### config.mk
export PLATFORM = sky130hd
export DESIGN_NAME = rx_credit_link_ctrl
export DESIGN_NICKNAME = d
export VERILOG_FILES = /design/src/rtl/rx_link_pkg.sv /design/src/rtl/rx_link_fsm.sv /design/src/rtl/rx_credit_cnt.sv /design/src/rtl/rx_pkt_gate.sv /design/src/rtl/rx_credit_link_ctrl.sv
export SDC_FILE = /design/constraint.sdc
export NUM_CORES = 1
export LEC_CHECK = 0
export BUFFER_PORTS_ARGS = -buffer_cell sky130_fd_sc_hd__clkbuf_2
export CAP_MARGIN = 30
export CELL_PAD_IN_SITES_DETAIL_PLACEMENT = 0
export CELL_PAD_IN_SITES_GLOBAL_PLACEMENT = 1
export CORE_AREA = 5 5 199 201
export CTS_BUF_LIST = sky130_fd_sc_hd__clkbuf_8
export DETAILED_ROUTE_END_ITERATION = 10
export DIE_AREA = 0 0 204 206
export PLACE_DENSITY = 0.49
export SYNTH_ARGS = -nofsm -noshare
export SYNTH_HDL_FRONTEND = slang
export SYNTH_HIERARCHICAL = 1
export SYNTH_SLANG_ARGS = --single-unit
### constraint.sdc
create_clock -name clk_i -period 7.9 [get_ports clk_i]
set_clock_uncertainty 0.2 [all_clocks]
set_input_delay 0.79 -clock clk_i [delete_from_list [all_inputs] [get_ports clk_i]]
set_output_delay 0.79 -clock clk_i [all_outputs]
set_load 0.01 [all_outputs]
### src/rtl/rx_link_pkg.sv
package rx_link_pkg;
  typedef enum logic [1:0] {
    LS_STOP   = 2'd0,
    LS_REQ    = 2'd1,
    LS_ACTIVE = 2'd2,
    LS_RETURN = 2'd3
  } link_state_e;
endpackage

### src/rtl/rx_link_fsm.sv
module rx_link_fsm
  import rx_link_pkg::*;
(
  input  logic        clk_i,
  input  logic        rst_ni,
  input  logic        pkt_want_i,
  input  logic        ack_i,
  input  logic        hint_i,
  input  logic        drained_i,
  output link_state_e state_o
);
  link_state_e state_q, state_d;

  always_comb begin
    state_d = state_q;
    unique case (state_q)
      LS_STOP:   if (pkt_want_i && !hint_i) state_d = LS_REQ;
      LS_REQ:    if (ack_i) state_d = LS_ACTIVE;
      LS_ACTIVE: if (hint_i) state_d = LS_RETURN;
      LS_RETURN: if (drained_i) state_d = LS_STOP;
      default:   state_d = LS_STOP;
    endcase
  end

  always_ff @(posedge clk_i or negedge rst_ni) begin
    if (!rst_ni) state_q <= LS_STOP;
    else         state_q <= state_d;
  end

  assign state_o = state_q;
endmodule

### src/rtl/rx_credit_cnt.sv
module rx_credit_cnt #(
  parameter int MAX_CREDITS = 64,
  localparam int CNT_W = $clog2(MAX_CREDITS + 1)
) (
  input  logic             clk_i,
  input  logic             rst_ni,
  input  logic             add_i,
  input  logic             take_i,
  input  logic             ret_i,
  output logic [CNT_W-1:0] cnt_o,
  output logic             empty_o
);
  localparam logic [CNT_W-1:0] MaxC = CNT_W'(MAX_CREDITS);

  logic [CNT_W-1:0] cnt_q, cnt_d;
  logic             dec;

  // take and ret never coincide: take only when active, ret only when returning
  assign dec = take_i | ret_i;

  always_comb begin
    cnt_d = cnt_q;
    unique case ({add_i, dec})
      2'b10:   if (cnt_q != MaxC) cnt_d = cnt_q + 1'b1;
      2'b01:   cnt_d = cnt_q - 1'b1;
      default: cnt_d = cnt_q;
    endcase
  end

  always_ff @(posedge clk_i or negedge rst_ni) begin
    if (!rst_ni) cnt_q <= '0;
    else         cnt_q <= cnt_d;
  end

  assign cnt_o   = cnt_q;
  assign empty_o = (cnt_q == '0);
endmodule

### src/rtl/rx_pkt_gate.sv
module rx_pkt_gate (
  input  logic clk_i,
  input  logic rst_ni,
  input  logic valid_i,
  input  logic sop_i,
  input  logic eop_i,
  input  logic can_start_i,
  output logic ready_o,
  output logic valid_o,
  output logic start_o,
  output logic in_pkt_o
);
  logic in_pkt_q;
  logic accept;

  assign ready_o  = in_pkt_q | (sop_i & can_start_i);
  assign valid_o  = valid_i & ready_o;
  assign accept   = valid_o;
  assign start_o  = accept & !in_pkt_q;
  assign in_pkt_o = in_pkt_q;

  always_ff @(posedge clk_i or negedge rst_ni) begin
    if (!rst_ni)     in_pkt_q <= 1'b0;
    else if (accept) in_pkt_q <= !eop_i;
  end
endmodule

### src/rtl/rx_credit_link_ctrl.sv
module rx_credit_link_ctrl
  import rx_link_pkg::*;
#(
  parameter int MAX_CREDITS = 64,
  parameter int DATA_W      = 256
) (
  input  logic              clk_i,
  input  logic              rst_ni,
  input  logic              pkt_valid_i,
  input  logic              pkt_sop_i,
  input  logic              pkt_eop_i,
  input  logic [DATA_W-1:0] pkt_data_i,
  output logic              pkt_ready_o,
  output logic              out_valid_o,
  output logic              out_sop_o,
  output logic              out_eop_o,
  output logic [DATA_W-1:0] out_data_o,
  input  logic              credit_gnt_i,
  output logic              credit_rtn_o,
  output logic              link_req_o,
  input  logic              link_ack_i,
  input  logic              deact_hint_i,
  output logic              proto_err_o
);
  localparam int CNT_W = $clog2(MAX_CREDITS + 1);

  link_state_e      state;
  logic [CNT_W-1:0] cnt;
  logic             empty, in_pkt, start, active, returning, err_q;

  assign active    = (state == LS_ACTIVE);
  assign returning = (state == LS_RETURN);

  rx_link_fsm u_fsm (
    .clk_i      (clk_i),
    .rst_ni     (rst_ni),
    .pkt_want_i (pkt_valid_i & pkt_sop_i),
    .ack_i      (link_ack_i),
    .hint_i     (deact_hint_i),
    .drained_i  (empty & !in_pkt),
    .state_o    (state)
  );

  rx_pkt_gate u_gate (
    .clk_i       (clk_i),
    .rst_ni      (rst_ni),
    .valid_i     (pkt_valid_i),
    .sop_i       (pkt_sop_i),
    .eop_i       (pkt_eop_i),
    .can_start_i (active & !empty),
    .ready_o     (pkt_ready_o),
    .valid_o     (out_valid_o),
    .start_o     (start),
    .in_pkt_o    (in_pkt)
  );

  rx_credit_cnt #(.MAX_CREDITS(MAX_CREDITS)) u_cnt (
    .clk_i   (clk_i),
    .rst_ni  (rst_ni),
    .add_i   (credit_gnt_i & active),
    .take_i  (start),
    .ret_i   (credit_rtn_o),
    .cnt_o   (cnt),
    .empty_o (empty)
  );

  assign credit_rtn_o = returning & !empty & !in_pkt;
  assign link_req_o   = (state == LS_REQ) | active;
  assign out_sop_o    = pkt_sop_i;
  assign out_eop_o    = pkt_eop_i;
  assign out_data_o   = pkt_data_i;

  always_ff @(posedge clk_i or negedge rst_ni) begin
    if (!rst_ni) err_q <= 1'b0;
    else         err_q <= credit_gnt_i & !active;
  end
  assign proto_err_o = err_q;
endmodule

==> impl_metrics.env <==
export IMPL_dr_pass1_iters=4
export IMPL_avgSynthCellArea_sq_um=8.06
export IMPL_synth_top_cell_by_area="buf_4"
export IMPL_cts_made_buffers=3
export IMPL_combPwrFrac=0.510
export IMPL_grt_usage=0.0383
export IMPL_place_area_sq_um=1530
export IMPL_synth_seq_cells=11
export IMPL_wl_met3_um=1980
export IMPL_setup_ws_ns=5.05
export IMPL_crit_type="reg -> out"
export IMPL_synth_area_leaders="buf_4 70%, dfrtp_1 10%, ha_1 3.2%"
export IMPL_ys_flop_type="dfrtp_1"
export IMPL_intPower_uw=206
export IMPL_post_cts_buffers=0
export IMPL_synth_top_family_by_area="buffers and inverters"
export IMPL_cts_sinks=11
export IMPL_drive_above_1_share=0.307
export IMPL_cts_tree="yes"
export IMPL_cp_top_family="simple AND/OR/NAND/NOR gates"
export IMPL_nets=373
export IMPL_ant_nets=0
export IMPL_muxShareOfSynthArea=0.00408
export IMPL_path_clk_slew_ns=0.05
export IMPL_synth_compound_area_share=0.0449
export IMPL_worst_setup_path_start_kind="flip-flop"
export IMPL_finalNonFillerCells=612
export IMPL_synth_seq_area_share=0.0998
export IMPL_ys_async_sr_fraction=1.00
export IMPL_post_cts_resized=0
export IMPL_worst_pin_slew_ns=0.371
export IMPL_htree_levels=1
export IMPL_worst_endpoint_arrival_ns=1.86
export IMPL_cts_hold_buf=0
export IMPL_power_density_nw_per_um2=238
export IMPL_synth_top_cell_area_share=0.702
export IMPL_finalHoldViolations=0
export IMPL_drc=0
export IMPL_crit_path_end_kind="output pin"
export IMPL_drv_cap=0
export IMPL_grt_pass1_vias=1191
export IMPL_root_buffer="clkbuf_8"
export IMPL_synth_cell_types=40
export IMPL_setup_viol=0
export IMPL_yosysMostFrequentCell="buf_4"
export IMPL_rsz0062_at_grt="false"
export IMPL_overflow=0
export IMPL_yosys_warnings=6
export IMPL_core_area_sq_um=37400
export IMPL_dr_first_iter_drc_count=57
export IMPL_synthAdderAreaFrac=0.0318
export IMPL_via_per_inst=1.79
export IMPL_max_freq_ghz=0.351
export IMPL_crit_buf_inv=1
export IMPL_nFillCells=4437
export IMPL_period_needed_ns=2.85
export IMPL_slew_violations=0
export IMPL_crit_fanout=7
export IMPL_fin_area_sq_um=1570
export IMPL_yosys_area_share_simple=0.0848
export IMPL_synth_xor_area_frac=0.0222
export IMPL_p_leak_uw=0.000454
export IMPL_place_congestion=0.594
export IMPL_clockBufferDepth=2
export IMPL_num_vias=1095
export IMPL_finalCritPeriodShare=0.360
export IMPL_met1_length_um=1550
export IMPL_vdd_drop_max_v=0.0000561
export IMPL_timing_slew_headroom=0.751
export IMPL_routed_wirelength_um=8420
export IMPL_dp_slack_ns=5.06
export IMPL_dpl_hpwl_um=7280
export IMPL_synth_edf_count=0
export IMPL_grt_max_degree=12
export IMPL_crit_slowest_cell="dfrtp_1"
export IMPL_dr_wl_met2_um=3690
export IMPL_status="finished clean"
export IMPL_power_switching_share=0.448
export IMPL_ios=527
export IMPL_synth_area_sq_um=2760
export IMPL_required_ns=6.91
export IMPL_synthTopCellsByCount="258 x buf_4, 11 x dfrtp_1, 7 x ha_1, 6 x inv_1"
export IMPL_top_layer_used="met5"
export IMPL_wl_per_cell_um=13.8
export IMPL_hold_path_class="in -> async"
export IMPL_area_growth_pct=-43.1
export IMPL_placementRows=71
export IMPL_die_y_um=206
export IMPL_crit_chain="nor3_2 -> nand2_1 -> nor2_1 -> nor2b_1 -> a21o_1 -> and2_1 -> clkbuf_2"
export IMPL_p_sw_uw=167
export IMPL_p_clk_frac=0.151
export IMPL_syn_nets=613
export IMPL_syn_inst=342
export IMPL_grt_pass1_wl_um=10400
export IMPL_start_util=0.0737
export IMPL_die_w_um=204
export IMPL_crit_path_max_incr_delay_ns=0.45
export IMPL_port_buffers=14
export IMPL_dieArea_sq_um=42000
export IMPL_grt_antenna_before_repair=3
export IMPL_dp_cells=608
export IMPL_clk_latency_ns=0.24
export IMPL_holdWs_ns=0.237
export IMPL_n_antenna_cell=0
export IMPL_fin_setup_tns_ns=0
export IMPL_p_seq_frac=0.339
==> flip-flops by register name, summed over array words and instances, names as in the netlist <==
| register | count |
|---|---|
| proto_err_o | 1 |
| u_cnt/cnt_o | 7 |
| u_fsm/state_o | 2 |
| u_gate/in_pkt_o | 1 |
==> layout make-up <==
cell class,count,area (sq um),share of cell area
flip-flops and latches,11,275,0.175
repair buffers,14,70.1,0.0446
well taps,511,639,0.407
multi-input cells,66,518,0.330
inverters,6,22.5,0.0143
clock inverters,1,3.75,0.00239
clock buffers,3,41.3,0.0263
==> worst register-to-register path, stage by stage (launching register included) <==
cell and delay, ns:
dfrtp_1 0.45, nor3_2 0.32, nand2_1 0.08, nor2_1 0.20, nor2b_1 0.11, nand3_1 0.08
nor2_1 0.06, o21ba_2 0.26, xor2_1 0.16, ha_1 0.24, nor2_1 0.16, nand3_1 0.09
o21ai_0 0.20, xor2_1 0.15
==> cells by family after synthesis <==
| kind of cell | count (synthesis) |
|---|---|
| xor gates and xnor gates | 7 |
| AOI/OAI and AO/OA | 17 |
| DFF | 11 |
| muxes | 1 |
| and+or+nand+nor | 34 |
| buffers and inverters | 265 |
| adders and majority gates | 7 |
==> cell usage in the layout, fill, tap and decap left out, drive strengths merged <==
cell type | netlist | final
o21ai | 3 | 3
and4 | 2 | 2
xnor2 | 4 | 4
and2b | 1 | 1
nor2 | 4 | 4
xor2 | 3 | 3
o21ba | 1 | 1
nor4 | 1 | 1
nor3b | 2 | 2
ha | 7 | 7
a31oi | 1 | 1
a21oi | 4 | 4
a21boi | 1 | 1
inv | 6 | 7
o211ai | 2 | 2
nand2 | 3 | 3
dfrtp | 11 | 11
mux2 | 1 | 1
a21o | 2 | 2
a32oi | 1 | 1
nand3 | 4 | 4
and2 | 3 | 3
nand2b | 2 | 2
nand4 | 2 | 2
or2b | 1 | 1
or2 | 1 | 1
nor3 | 3 | 3
and3 | 1 | 1
o32a | 1 | 1
o22ai | 1 | 1
nor2b | 4 | 4
clkbuf | 0 | 17
==> metrics by stage <==
step	utilization	total power (uW)
6_report	0.0420	374
5_1_grt	0.0420	414
4_1_cts	0.0420	388
3_5_place_dp	0.0408	328
3_3_place_gp	0.0408	329
2_1_floorplan	-	396
==> final timing paths <==
kind                                start             end  slack [ns]  cells past startpoint
setup / recovery           u_cnt/cnt_o[2]     out_valid_o        5.05                      7
hold / removal                     rst_ni     proto_err_o        0.24                      1
setup reg to reg           u_cnt/cnt_o[2]  u_cnt/cnt_o[6]        5.07                     13
hold reg to reg            u_cnt/cnt_o[6]  u_cnt/cnt_o[6]        0.32                      1
max in group asynchronous          rst_ni  u_cnt/cnt_o[5]        7.02                      1
min in group clk_i         u_cnt/cnt_o[6]  u_cnt/cnt_o[6]        0.32                      1
==> power groups by stage <==
stage	Combinational [uW]	Sequential (uW)	Clock [uW]
2_1_floorplan	278	117	0
3_3_place_gp	201	129	0
3_5_place_dp	199	129	0
4_1_cts	200	129	59.5
6_report	190	127	56.5
5_1_grt	219	134	61.5
==> layer usage <==
layer	up-vias	global-route usage
met5	-	0.0131
met2	217	0.0566
met1	416	0.0186
met4	4	0.0519
li1	330	-
met3	128	0.0411
Power figures use the tool's default switching activity.
